File: src/rtl/rxr_pkg.sv
// Shared types and descriptor field positions for the receive ring writer.
// Assumes 32-bit descriptor words and byte-addressed memory.
package rxr_pkg;
    localparam int WORD_W   = 32;
    localparam int LEN_W    = 14;
    localparam int OWN_POS  = 0;
    localparam int WRAP_POS = 1;
    localparam int SOF_POS  = 14;
    localparam int EOF_POS  = 15;
    localparam int DESC_BYTES = 8;

    typedef enum logic [2:0] {
        ST_IDLE, ST_FETCH, ST_DROP, ST_FILL, ST_WBYTE, ST_STAT, ST_OWN
    } rxw_state_e;
endpackage

File: src/rtl/rxr_fcs_strip.sv
// Optional trailer remover: with strip_en it delays the stream by HOLD bytes
// and discards the held bytes at end of frame; otherwise it passes through.
// Assumes frames longer than HOLD bytes and strip_en stable within a frame.
module rxr_fcs_strip #(
    parameter int HOLD = 4
) (
    input  logic       clk,
    input  logic       rst_n,
    input  logic       strip_en,
    input  logic       in_valid,
    output logic       in_ready,
    input  logic [7:0] in_data,
    input  logic       in_sof,
    input  logic       in_eof,
    output logic       out_valid,
    input  logic       out_ready,
    output logic [7:0] out_data,
    output logic       out_sof,
    output logic       out_eof
);
    localparam int FILL_W = $clog2(HOLD + 1);

    logic [7:0]        hold_q [HOLD];
    logic [FILL_W-1:0] fill_q;
    logic              first_q;
    logic              line_full;
    logic              emit_path;
    logic              accept;

    assign line_full = (fill_q == FILL_W'(HOLD));
    assign emit_path = !strip_en || line_full;
    assign in_ready  = !emit_path || out_ready;
    assign accept    = in_valid && in_ready;

    // Output selection: pass-through or oldest held byte.
    always_comb begin
        if (!strip_en) begin
            out_valid = in_valid;
            out_data  = in_data;
            out_sof   = in_sof;
            out_eof   = in_eof;
        end else begin
            out_valid = in_valid && line_full;
            out_data  = hold_q[HOLD-1];
            out_sof   = first_q;
            out_eof   = in_eof;
        end
    end

    // Delay line, fill level and first-byte marker.
    always_ff @(posedge clk) begin
        if (!rst_n) begin
            fill_q  <= '0;
            first_q <= 1'b0;
            for (int i = 0; i < HOLD; i++) hold_q[i] <= '0;
        end else if (accept && strip_en) begin
            hold_q[0] <= in_data;
            for (int i = 1; i < HOLD; i++) hold_q[i] <= hold_q[i-1];
            if (in_eof)                fill_q <= '0;
            else if (in_sof)           fill_q <= FILL_W'(1);
            else if (!line_full)       fill_q <= fill_q + FILL_W'(1);
            if (in_sof)                first_q <= 1'b1;
            else if (line_full)        first_q <= 1'b0;
        end
    end
endmodule

File: src/rtl/rxr_ring_ptr.sv
// Ring pointer: holds the address of the current descriptor, steps by one
// descriptor or returns to base when the used descriptor carried a wrap flag.
// Assumes base is stable while reset is asserted.
module rxr_ring_ptr
    import rxr_pkg::*;
(
    input  logic              clk,
    input  logic              rst_n,
    input  logic [WORD_W-1:0] base,
    input  logic              advance,
    input  logic              wrap,
    output logic [WORD_W-1:0] ptr
);
    // Load base on reset, then move on each completed descriptor.
    always_ff @(posedge clk) begin
        if (!rst_n)        ptr <= base;
        else if (advance)  ptr <= wrap ? base : ptr + WORD_W'(DESC_BYTES);
    end
endmodule

File: src/rtl/rxr_frame_writer.sv
// Frame writer: claims descriptors, stores frame bytes one lane at a time,
// then writes status and ownership back. Drops a frame on an owned descriptor.
// Assumes a memory that acknowledges each held request with a one-cycle ack.
module rxr_frame_writer
    import rxr_pkg::*;
#(
    parameter int UNIT_W = 8
) (
    input  logic              clk,
    input  logic              rst_n,
    input  logic [UNIT_W-1:0] buf_units,
    input  logic              s_valid,
    output logic              s_ready,
    input  logic [7:0]        s_data,
    input  logic              s_sof,
    input  logic              s_eof,
    input  logic [WORD_W-1:0] desc_ptr,
    output logic              ptr_advance,
    output logic              ptr_wrap,
    output logic              mem_req,
    output logic              mem_we,
    output logic [WORD_W-1:0] mem_addr,
    output logic [3:0]        mem_be,
    output logic [WORD_W-1:0] mem_wdata,
    input  logic              mem_ack,
    input  logic [WORD_W-1:0] mem_rdata,
    output logic              no_buf
);
    localparam int OFF_W = UNIT_W + 6;

    rxw_state_e        state;
    logic [WORD_W-1:1] w0_keep;
    logic [OFF_W-1:0]  offset;
    logic [OFF_W-1:0]  buf_size;
    logic [LEN_W-1:0]  frame_len;
    logic              first_buf;
    logic [7:0]        byte_q;
    logic              byte_eof_q;
    logic [WORD_W-1:0] byte_addr;
    logic [WORD_W-1:0] stat_word;
    logic              buf_last;

    assign buf_size  = {buf_units, 6'b0};
    assign byte_addr = {w0_keep[WORD_W-1:2], 2'b00} + WORD_W'(offset);
    assign buf_last  = ((offset + OFF_W'(1)) == buf_size);
    assign stat_word = {16'b0, byte_eof_q, first_buf,
                        byte_eof_q ? frame_len : LEN_W'(0)};

    assign s_ready     = (state == ST_IDLE && !s_sof) || state == ST_DROP
                         || state == ST_FILL;
    assign ptr_advance = (state == ST_OWN) && mem_ack;
    assign ptr_wrap    = w0_keep[WRAP_POS];

    // Memory request decode per state.
    always_comb begin
        mem_req   = 1'b0;
        mem_we    = 1'b0;
        mem_addr  = desc_ptr;
        mem_be    = 4'hF;
        mem_wdata = '0;
        unique case (state)
            ST_FETCH: mem_req = 1'b1;
            ST_WBYTE: begin
                mem_req   = 1'b1;
                mem_we    = 1'b1;
                mem_addr  = {byte_addr[WORD_W-1:2], 2'b00};
                mem_be    = 4'b0001 << byte_addr[1:0];
                mem_wdata = {4{byte_q}};
            end
            ST_STAT: begin
                mem_req   = 1'b1;
                mem_we    = 1'b1;
                mem_addr  = desc_ptr + WORD_W'(4);
                mem_wdata = stat_word;
            end
            ST_OWN: begin
                mem_req   = 1'b1;
                mem_we    = 1'b1;
                mem_wdata = {w0_keep, 1'b1};
            end
            default: ;
        endcase
    end

    // Frame sequencing: fetch, fill, status, ownership, drop.
    always_ff @(posedge clk) begin
        if (!rst_n) begin
            state      <= ST_IDLE;
            w0_keep    <= '0;
            offset     <= '0;
            frame_len  <= '0;
            first_buf  <= 1'b0;
            byte_q     <= '0;
            byte_eof_q <= 1'b0;
            no_buf     <= 1'b0;
        end else begin
            no_buf <= 1'b0;
            unique case (state)
                ST_IDLE: if (s_valid && s_sof) begin
                    state     <= ST_FETCH;
                    frame_len <= '0;
                    first_buf <= 1'b1;
                end
                ST_FETCH: if (mem_ack) begin
                    if (mem_rdata[OWN_POS]) begin
                        no_buf <= 1'b1;
                        state  <= ST_DROP;
                    end else begin
                        w0_keep <= mem_rdata[WORD_W-1:1];
                        offset  <= '0;
                        state   <= ST_FILL;
                    end
                end
                ST_DROP: if (s_valid && s_eof) state <= ST_IDLE;
                ST_FILL: if (s_valid) begin
                    byte_q     <= s_data;
                    byte_eof_q <= s_eof;
                    state      <= ST_WBYTE;
                end
                ST_WBYTE: if (mem_ack) begin
                    offset    <= offset + OFF_W'(1);
                    frame_len <= frame_len + LEN_W'(1);
                    state     <= (byte_eof_q || buf_last) ? ST_STAT : ST_FILL;
                end
                ST_STAT: if (mem_ack) state <= ST_OWN;
                ST_OWN: if (mem_ack) begin
                    first_buf <= 1'b0;
                    state     <= byte_eof_q ? ST_IDLE : ST_FETCH;
                end
                default: state <= ST_IDLE;
            endcase
        end
    end
endmodule

File: src/rtl/rx_desc_ring_writer.sv
// Receive descriptor ring writer top: trailer remover, frame writer and ring
// pointer joined. Assumes an 8-byte aligned ring base and nonzero buffer units.
module rx_desc_ring_writer
    import rxr_pkg::*;
#(
    parameter int UNIT_W     = 8,
    parameter int HOLD_BYTES = 4
) (
    input  logic              clk,
    input  logic              rst_n,
    input  logic [31:0]       cfg_ring_base,
    input  logic [UNIT_W-1:0] cfg_buf_units,
    input  logic              cfg_strip_fcs,
    input  logic              in_valid,
    output logic              in_ready,
    input  logic [7:0]        in_data,
    input  logic              in_sof,
    input  logic              in_eof,
    output logic              mem_req,
    output logic              mem_we,
    output logic [31:0]       mem_addr,
    output logic [3:0]        mem_be,
    output logic [31:0]       mem_wdata,
    input  logic              mem_ack,
    input  logic [31:0]       mem_rdata,
    output logic              rx_no_buf
);
    logic              st_valid;
    logic              st_ready;
    logic [7:0]        st_data;
    logic              st_sof;
    logic              st_eof;
    logic              adv;
    logic              wrap;
    logic [WORD_W-1:0] ptr;

    rxr_fcs_strip #(.HOLD(HOLD_BYTES)) u_strip (
        .clk       (clk),
        .rst_n     (rst_n),
        .strip_en  (cfg_strip_fcs),
        .in_valid  (in_valid),
        .in_ready  (in_ready),
        .in_data   (in_data),
        .in_sof    (in_sof),
        .in_eof    (in_eof),
        .out_valid (st_valid),
        .out_ready (st_ready),
        .out_data  (st_data),
        .out_sof   (st_sof),
        .out_eof   (st_eof)
    );

    rxr_frame_writer #(.UNIT_W(UNIT_W)) u_writer (
        .clk         (clk),
        .rst_n       (rst_n),
        .buf_units   (cfg_buf_units),
        .s_valid     (st_valid),
        .s_ready     (st_ready),
        .s_data      (st_data),
        .s_sof       (st_sof),
        .s_eof       (st_eof),
        .desc_ptr    (ptr),
        .ptr_advance (adv),
        .ptr_wrap    (wrap),
        .mem_req     (mem_req),
        .mem_we      (mem_we),
        .mem_addr    (mem_addr),
        .mem_be      (mem_be),
        .mem_wdata   (mem_wdata),
        .mem_ack     (mem_ack),
        .mem_rdata   (mem_rdata),
        .no_buf      (rx_no_buf)
    );

    rxr_ring_ptr u_ptr (
        .clk     (clk),
        .rst_n   (rst_n),
        .base    (cfg_ring_base),
        .advance (adv),
        .wrap    (wrap),
        .ptr     (ptr)
    );
endmodule

File: config.mk
export PLATFORM = sky130hd
export DESIGN_NAME = rx_desc_ring_writer
export DESIGN_NICKNAME = d
export VERILOG_FILES = /design/src/rtl/rxr_pkg.sv /design/src/rtl/rxr_fcs_strip.sv /design/src/rtl/rxr_ring_ptr.sv /design/src/rtl/rxr_frame_writer.sv /design/src/rtl/rx_desc_ring_writer.sv
export SDC_FILE = /design/constraint.sdc
export NUM_CORES = 1
export LEC_CHECK = 0
export ABC_AREA = 1
export BUFFER_PORTS_ARGS = -buffer_cell sky130_fd_sc_hd__buf_2
export CORE_MARGIN = 2
export CORE_UTILIZATION = 55
export CTS_BUF_LIST = sky130_fd_sc_hd__clkbuf_8
export DETAILED_ROUTE_END_ITERATION = 8
export PLACE_DENSITY = 0.78
export SLEW_MARGIN = 0
export SYNTH_ARGS = -nofsm -noshare
export SYNTH_HDL_FRONTEND = slang
export SYNTH_HIERARCHICAL = 1
export SYNTH_SLANG_ARGS = --single-unit
File: constraint.sdc
create_clock -name clk -period 3.7 [get_ports clk]
set_input_delay 0.37 -clock clk [delete_from_list [all_inputs] [get_ports clk]]
set_output_delay 0.37 -clock clk [all_outputs]
set_load 0.005 [all_outputs]
==> implementation parameters, run 1 <==
Parameter                              Value

Die
  Die area    18500 sq um
  Die Height    136 microns
  Number of rows created at floorplan    48
  Die W    136 microns
  Count of boundary I/O pins    around 160
  Initial cell density of the core    55.7%
  Floorplan Core Area    17200 sq um

Clock tree
  Maximum buffer depth of the clock tree    2
  H-tree lvl count    4
  # hold bufs at CTS    0
  Later-pin clock latency in the skew report    470 ps
  Clock sink total    141
  Clock Pin Slew Worst Setup and Hold Paths    about 90 ps
  Clock tree root driver cell    sky130_fd_sc_hd__clkbuf_8
  CTS tree    yes
  TritonCTS buffer count    17
  Number of setup buffers added after CTS    0
  Post-cts repair resize count    0

Worst setup path
  CP Buf/Inv Count    1
  R2R Setup Slk    1060 ps
  Critical path endpoint category    output port
  Dominant delay contributor by cell family on the critical path    compound AO/OA/AOI/OAI gates
  Kind of start point of the critical path    flip-flop
  CP peak stage delay    400 ps
  Maximum fanout count along the critical path    6
  Slowest cell on the critical path    sky130_fd_sc_hd__fa_1
  Class of the most critical setup path    reg2out
  Ordered cell list for the critical path    ha_1 -> fa_1 -> nand3_1 -> nand2_1 -> a21oi_2 -> o21bai_1 -> a21oi_1 -> nor3_1 -> o31ai_1 -> buf_2
  Critical Path RT    3330 ps
  Signal arrival time at the worst endpoint    3030 ps

Status
  Result of the run    complete, no violations

Drt
  Count of antenna-violating nets left after detailed routing    0
  Routed wire per std cell    15.5 microns
  Number of design-rule violations left by the first detailed-router iteration    961
  Post-detailed-routing wire length    between 20000 and 30000 microns
  Number of remaining DRC errors    0
  Via Count    9894
  First drt pass iteration count    6
  Detail-routed via count per cell    5.55

Power and ir drop
  Pwr dens    341 nW/um^2
  P_leak    about 4.8 nW
  Largest vdd supply drop    0.223 mV

Global routing
  Via count of the first global-routing pass    ~8.8k
  Antenna violations before repair    0
  Global-route track usage on met3    5.18%
  Global route hottest layer    met2
  Met1 demand-to-capacity share in global routing    42.0%
  Met2 GRT Util    47.2%
  Largest net degree at the start of global routing    55
  First-pass GRT wire length    43400 microns
  Aggregate global routing overflow    0
  Overall Global Routing Usage    30.1%

Logic synthesis
  FF+latch count, synth    141
  Cell types occupying the most area after synthesis    sky130_fd_sc_hd__edfxtp_1 (20%), sky130_fd_sc_hd__dfxtp_1 (16%), sky130_fd_sc_hd__nand2_1 (13%), sky130_fd_sc_hd__o21ai_0 (7.1%), sky130_fd_sc_hd__inv_1 (7.0%)
  Yosys warnings    6
  Fraction of synthesized cell area taken by the top area cell type    between 20% and 30%
  Number of different library cells in the post-synthesis netlist    55
  Mean cell area of the mapped netlist    approximately 6.8 sq um
  Dominant cell type by area after synthesis    sky130_fd_sc_hd__edfxtp_1
  Fraction of synthesis flops using an asynchronous set or reset pin    0%
  Synth Flop Type    sky130_fd_sc_hd__dfxtp_1
  Synth Instances    1400
  Share of synthesized area occupied by flip-flops and latches    36.2%
  Syn nets    between 1.5k and 2k
  Number of enable flip-flop cells after synthesis    64
  Cell area after synthesis    9570 sq um

Job
  Max_cap viols    0

Timing
  Number of hold violations in the final report    0
  Number of failing setup endpoints in the final timing report    0
  Final worst path period need    around 3400 ps
  Pins over their slew limit    0
  Hold slack    123 ps
  Relative max-transition margin    30.7%
  Highest clock frequency the design can meet    294 MHz
  Unrepaired setup endpoints after global routing    false
  Setup TNS Final    0 ps
  Final critical-path share of the clock period    between 90% and 100%
  Worst slew pin tran    slightly above 1000 ps
  Layout Skew    15.5 ps

Hold path
  Path class of the lowest-slack min-delay path    in2reg

Placed design
  HPWL after detailed placement    20900 microns
  Number of input and output port buffers inserted    158
  Final weighted congestion of routability-driven global placement    0.968

Final layout
  Final design utilization    63.3%
  Layout cell share with drive strength beyond 1    17.6%
  Final nets    between 1.5k and 2k
  # fillers    ~1.6k
  Ant. Diodes    0
  Synth-to-Final Area Change    13.7%
-- synthesized netlist by cell type, types with 2 or more instances --
| cell type | n |
|---|---|
| sky130_fd_sc_hd__o21bai_1 | 3 |
| sky130_fd_sc_hd__o31ai_1 | 3 |
| sky130_fd_sc_hd__or2_0 | 2 |
| sky130_fd_sc_hd__nand3_1 | 82 |
| sky130_fd_sc_hd__nand3_4 | 2 |
| sky130_fd_sc_hd__nor2_1 | 154 |
| sky130_fd_sc_hd__nand2_4 | 3 |
| sky130_fd_sc_hd__inv_1 | 178 |
| sky130_fd_sc_hd__nand2_2 | 10 |
| sky130_fd_sc_hd__nand4_1 | 24 |
| sky130_fd_sc_hd__a21oi_1 | 88 |
| sky130_fd_sc_hd__dfxtp_1 | 77 |
| sky130_fd_sc_hd__or2_2 | 15 |
| sky130_fd_sc_hd__and2_1 | 2 |
| sky130_fd_sc_hd__a31oi_1 | 2 |
| sky130_fd_sc_hd__o21ai_2 | 3 |
| sky130_fd_sc_hd__buf_2 | 11 |
| sky130_fd_sc_hd__buf_1 | 3 |
| sky130_fd_sc_hd__nor2_4 | 4 |
| sky130_fd_sc_hd__o21ai_1 | 9 |
| sky130_fd_sc_hd__edfxtp_1 | 64 |
| sky130_fd_sc_hd__nor4_1 | 6 |
| sky130_fd_sc_hd__nand2_1 | 344 |
| sky130_fd_sc_hd__o21ai_0 | 136 |
| sky130_fd_sc_hd__nand3_2 | 3 |
| sky130_fd_sc_hd__o221ai_1 | 3 |
| sky130_fd_sc_hd__a21o_1 | 2 |
| sky130_fd_sc_hd__clkbuf_1 | 18 |
| sky130_fd_sc_hd__xor2_1 | 11 |
| sky130_fd_sc_hd__o22ai_1 | 6 |
| sky130_fd_sc_hd__xnor2_1 | 5 |
| sky130_fd_sc_hd__a22oi_1 | 12 |
| sky130_fd_sc_hd__inv_2 | 6 |
| sky130_fd_sc_hd__nor3_2 | 2 |
| sky130_fd_sc_hd__ha_1 | 21 |
| sky130_fd_sc_hd__nand3b_1 | 11 |
| sky130_fd_sc_hd__nor3_1 | 24 |
| sky130_fd_sc_hd__o211ai_1 | 9 |
| sky130_fd_sc_hd__buf_6 | 4 |
| sky130_fd_sc_hd__nor2_2 | 23 |
-- cell usage in the layout, fill, tap and decap left out, drive strengths merged --
cell type	count
clkbuf	17
clkinvlp	1
nor4	7
fa	1
nand2	357
buf	165
edfxtp	64
a21oi	89
nor2	182
and2	2
clkinv	4
a21o	2
a221oi	2
or2	17
inv	194
a22oi	12
mux2	1
a21boi	2
o221ai	3
o22ai	6
nand3	87
o21a	1
nor3	27
xnor2	5
o21bai	3
ha	21
o211ai	9
nand4	25
o21ai	148
dfxtp	77
xnor3	1
o31ai	3
nand3b	11
xor2	11
a31oi	2
-- report_power, final --
part	total (mW)	leakage, nW	switching [mW]	internal (mW)
combinational	0.613	3.35	0.397	0.217
clock	1.22	0.192	0.723	0.499
sequential	1.88	1.28	0.126	1.75
total	3.71	4.82	1.25	2.47
-- worst register-to-register path: stages, from the launching register on --
cell,delay [ps]
sky130_fd_sc_hd__dfxtp_1,340
sky130_fd_sc_hd__inv_1,80
sky130_fd_sc_hd__ha_1,170
sky130_fd_sc_hd__nand2_2,70
sky130_fd_sc_hd__a21boi_0,520
sky130_fd_sc_hd__nand4_2,290
sky130_fd_sc_hd__nand2_4,170
sky130_fd_sc_hd__inv_1,90
sky130_fd_sc_hd__nor2_1,230
sky130_fd_sc_hd__nand4_1,140
sky130_fd_sc_hd__inv_1,110
sky130_fd_sc_hd__nand4_1,110
sky130_fd_sc_hd__o21ai_0,170
sky130_fd_sc_hd__a21oi_1,60
-- metrics by stage --
stage | power, mW | instance area [sq um] | setup slack, ps | std cells
after floorplan | 2.28 | 9570 | 1290 | 1400
final | 3.71 | 10900 | 296 | 1784
after CTS | 3.71 | 10900 | 328 | 1784
after detailed placement | 2.51 | 10500 | 844 | 1752
after global routing | 3.87 | 10900 | 115 | 1784
after global placement | 2.50 | 10500 | 894 | 1752
-- layer usage --
metal / share of wire (%) / wire length (microns)
met3: 8.1 / 2250
met1: 45 / 12300
met4: 2.6 / 718
met5: 0 / 0
met2: 45 / 12400
-- kinds of logic (layout without fill, tap and decap cells) --
kind of cell,Yosys count,in the layout,synth area share [%]
buf+inv,222,381,9.25
xor+xnor,17,17,1.70
fa+ha+maj,22,22,2.96
flops,141,141,36.2
compound gates,282,282,16.1
simple gates,715,715,33.7
mux,1,1,0.118
-- worst paths after layout --
kind	to	cells past startpoint	start
min	u_writer/w0_keep[6]	3	mem_rdata[6]
min reg2reg	u_writer/byte_q[0]	2	u_writer/byte_q[0]
max	mem_addr[20]	10	u_writer/offset[2]
max reg2reg	u_writer/frame_len[10]	13	u_strip/fill_q[0]
-- registers in the layout, summed over array words and instances (netlist names) --
name,count
u_writer/frame_len,14
u_strip/first_q,1
u_ptr/ptr,32
u_writer/state,3
u_writer/no_buf,1
u_strip/hold_q,32
u_writer/byte_eof_q,1
u_strip/fill_q,3
u_writer/w0_keep,31
u_writer/byte_q,8
u_writer/first_buf,1
u_writer/offset,14
-- cell type report --
| cell class | count | area, sq um | share of cell area, % |
|---|---|---|---|
| inverter | 184 | 691 | 6.35 |
| multi-input combinational | 1037 | 5220 | 48.0 |
| clock inverter | 15 | 143 | 1.31 |
| timing repair buffer | 165 | 843 | 7.76 |
| sequential | 141 | 3460 | 31.8 |
| tap | 225 | 282 | 2.59 |
| clock buffer | 17 | 234 | 2.15 |
Note: power is estimated with default switching activity, not from simulation.
==> run 2, diff against run 1 <==
==> constraint.sdc (replaced) <==
create_clock -name clk -period 4.3 [get_ports clk]
set_input_delay 0.43 -clock clk [delete_from_list [all_inputs] [get_ports clk]]
set_output_delay 0.43 -clock clk [all_outputs]
set_load 0.005 [all_outputs]
==> implementation parameters, run 2 (synthesis gave the netlist of run 1 again) <==
Parameter                              Value

Worst setup path
  Startpoint of the worst-slack reg-to-reg timing path    u_writer/state[1] (was u_strip/fill_q[0])
  Critical path endpoint category    output port (unchanged)
  Start point of the critical path    u_writer/state[2] (was u_writer/offset[2])
  Class of the most critical setup path    reg2out (unchanged)
  Critical Path RT    3870 ps (was 3330 ps)
  Kind of start point of the critical path    flip-flop (unchanged)
  Maximum fanout count along the critical path    21 (was 6)
  Signal arrival time at the worst endpoint    3060 ps (was 3030 ps)

Timing
  Number of failing setup endpoints in the final timing report    0 (unchanged)
  Relative max-transition margin    31.7% (was 30.7%)
  Hold slack    181 ps (was 123 ps)
  Layout Skew    14.5 ps (was 15.5 ps)
  Number of hold violations in the final report    0 (unchanged)
  Setup TNS Final    0 ps (unchanged)
  Final worst path period need    3490 ps
  Final critical-path share of the clock period    81.2%
  Highest clock frequency the design can meet    286 MHz
  Worst slew pin tran    1020 ps (was 1040 ps)
  Final critical-path setup slack    807 ps (was 296 ps)
  Pins over their slew limit    0 (unchanged)
  Unrepaired setup endpoints after global routing    false (unchanged)

Final layout
  Layout cell share with drive strength beyond 1    17.5% (was 17.6%)
  Largest registers ranked by flip-flop count    u_ptr/ptr x32, u_strip/hold_q x32, u_writer/w0_keep x31 (unchanged)
  Finished Layout Cells    1782 (was 1784)
  Final nets    1653 (was 1655)
  Synth-to-Final Area Change    13.6% (was 13.7%)
  Commonest non-fill, non-tap cell in the layout    sky130_fd_sc_hd__nand2_1 (unchanged)
  Final design utilization    63.3% (about the same)
  Ant. Diodes    0 (unchanged)
  Commonest cells after routing, fill and taps aside    sky130_fd_sc_hd__nand2_1 (344), sky130_fd_sc_hd__inv_1 (178), sky130_fd_sc_hd__buf_2 (158), sky130_fd_sc_hd__nor2_1 (154), sky130_fd_sc_hd__o21ai_0 (136) (unchanged)

Global routing
  Aggregate global routing overflow    0 (unchanged)
  First-pass GRT wire length    43900 microns (was 43400 microns)
  Largest net degree at the start of global routing    55 (unchanged)
  Overall Global Routing Usage    30.3% (was 30.1%)
  Via count of the first global-routing pass    8758 (was 8750)
  Antenna violations before repair    0 (unchanged)

Die
  Count of boundary I/O pins    159 (unchanged)
  Number of rows created at floorplan    48 (unchanged)
  Die Height    136 microns (unchanged)
  Initial cell density of the core    55.7% (unchanged)
  Floorplan Core Area    17200 sq um (unchanged)
  Die W    136 microns (unchanged)
  Die area    18500 sq um (unchanged)

Placed design
  HPWL after detailed placement    21100 microns (was 20900 microns)
  Total instance count after detailed placement    1750 (was 1752)
  Number of input and output port buffers inserted    158 (unchanged)
  Worst setup slack after placement    1360 ps (was 844 ps)
  Final weighted congestion of routability-driven global placement    0.975 (was 0.968)

Drt
  Routed wire per std cell    15.7 microns (was 15.5 microns)
  First drt pass iteration count    5 (was 6)
  Detail-routed via count per cell    5.58 (was 5.55)
  Post-detailed-routing wire length    27900 microns (was 27600 microns)
  Via Count    9951 (was 9894)
  Number of remaining DRC errors    0 (unchanged)
  Number of design-rule violations left by the first detailed-router iteration    997 (was 961)
  Count of antenna-violating nets left after detailed routing    0 (unchanged)

Clock tree
  TritonCTS buffer count    17 (unchanged)
  Later-pin clock latency in the skew report    470 ps (about the same)
  H-tree lvl count    4 (unchanged)
  Post-cts repair resize count    0 (unchanged)
  # hold bufs at CTS    0 (unchanged)
  Number of setup buffers added after CTS    0 (unchanged)
  Maximum buffer depth of the clock tree    2 (unchanged)
  CTS tree    yes (unchanged)
  Clock tree root driver cell    sky130_fd_sc_hd__clkbuf_8 (unchanged)
  Clock Pin Slew Worst Setup and Hold Paths    90 ps (about the same)
  Clock sink total    141 (unchanged)

Power and ir drop
  Pwr dens    298 nW/um^2 (was 341 nW/um^2)
  P_leak    4.81 nW (was 4.82 nW)
  Largest vdd supply drop    0.226 mV (was 0.223 mV)

Hold path
  Launch point of the worst hold path    mem_rdata[8] (was mem_rdata[6])
  Path class of the lowest-slack min-delay path    in2reg (unchanged)

Job
  Max_cap viols    0 (unchanged)

Status
  Result of the run    complete, no violations (unchanged)
run 2: cell count changes in the layout (fill, tap and decap cells not counted):
cell and change:
sky130_fd_sc_hd__clkinv_2 +2, sky130_fd_sc_hd__bufinv_16 +1, sky130_fd_sc_hd__inv_8 -1, sky130_fd_sc_hd__buf_4 -2
sky130_fd_sc_hd__clkinvlp_4 +1, sky130_fd_sc_hd__clkinv_4 -3
run 2: worst max-delay path: stages (launching register included):
cell                       delay [ps]
sky130_fd_sc_hd__dfxtp_1          430
sky130_fd_sc_hd__inv_2             80
sky130_fd_sc_hd__nor2_2           220
sky130_fd_sc_hd__inv_2            130
sky130_fd_sc_hd__nor2_2            90
sky130_fd_sc_hd__buf_4            240
sky130_fd_sc_hd__inv_2            180
sky130_fd_sc_hd__nor2_1           740
sky130_fd_sc_hd__inv_1            140
sky130_fd_sc_hd__o211ai_1         200
sky130_fd_sc_hd__buf_2            140
run 2: metrics by stage:
stage	total power, mW	area (sq um)
finish	3.24	10900
global route	3.38	10900
CTS	3.24	10900
detailed placement	2.17	10500
global placement	2.15	10500
floorplan	1.96	9570
run 2: final cells by class:
| class | count | area [sq um] |
|---|---|---|
| sequential | 141 | 3460 |
| clock buffer | 17 | 234 |
| multi-input combinational | 1037 | 5220 |
| inverter | 184 | 691 |
| clock inverter | 15 | 153 |
| timing repair buffer | 163 | 828 |
| tap | 225 | 282 |
| fill | 1649 | 6310 |
run 2: metal layers:
metal  vias up  GRT usage, %  wire length, microns
met5         -             0                     0
met4         0          9.84                   577
met3        40          5.70                  2450
met2       440          48.3                 12700
met1      4555          41.7                 12200
li1       4916             -                     -
run 2: worst paths after layout:
kind	endpoint	slack, ps	cells after the start
setup / recovery	mem_wdata[0]	810	10
hold / removal	u_writer/w0_keep[8]	180	3
setup reg to reg	u_ptr/ptr[2]	1330	6
hold reg to reg	u_writer/byte_q[6]	450	2
run 2: power breakdown:
part / internal, mW / switching (mW) / total (mW)
combinational: 0.186 / 0.341 / 0.527
sequential: 1.51 / 0.112 / 1.62
clock: 0.479 / 0.610 / 1.09
total: 2.17 / 1.06 / 3.24
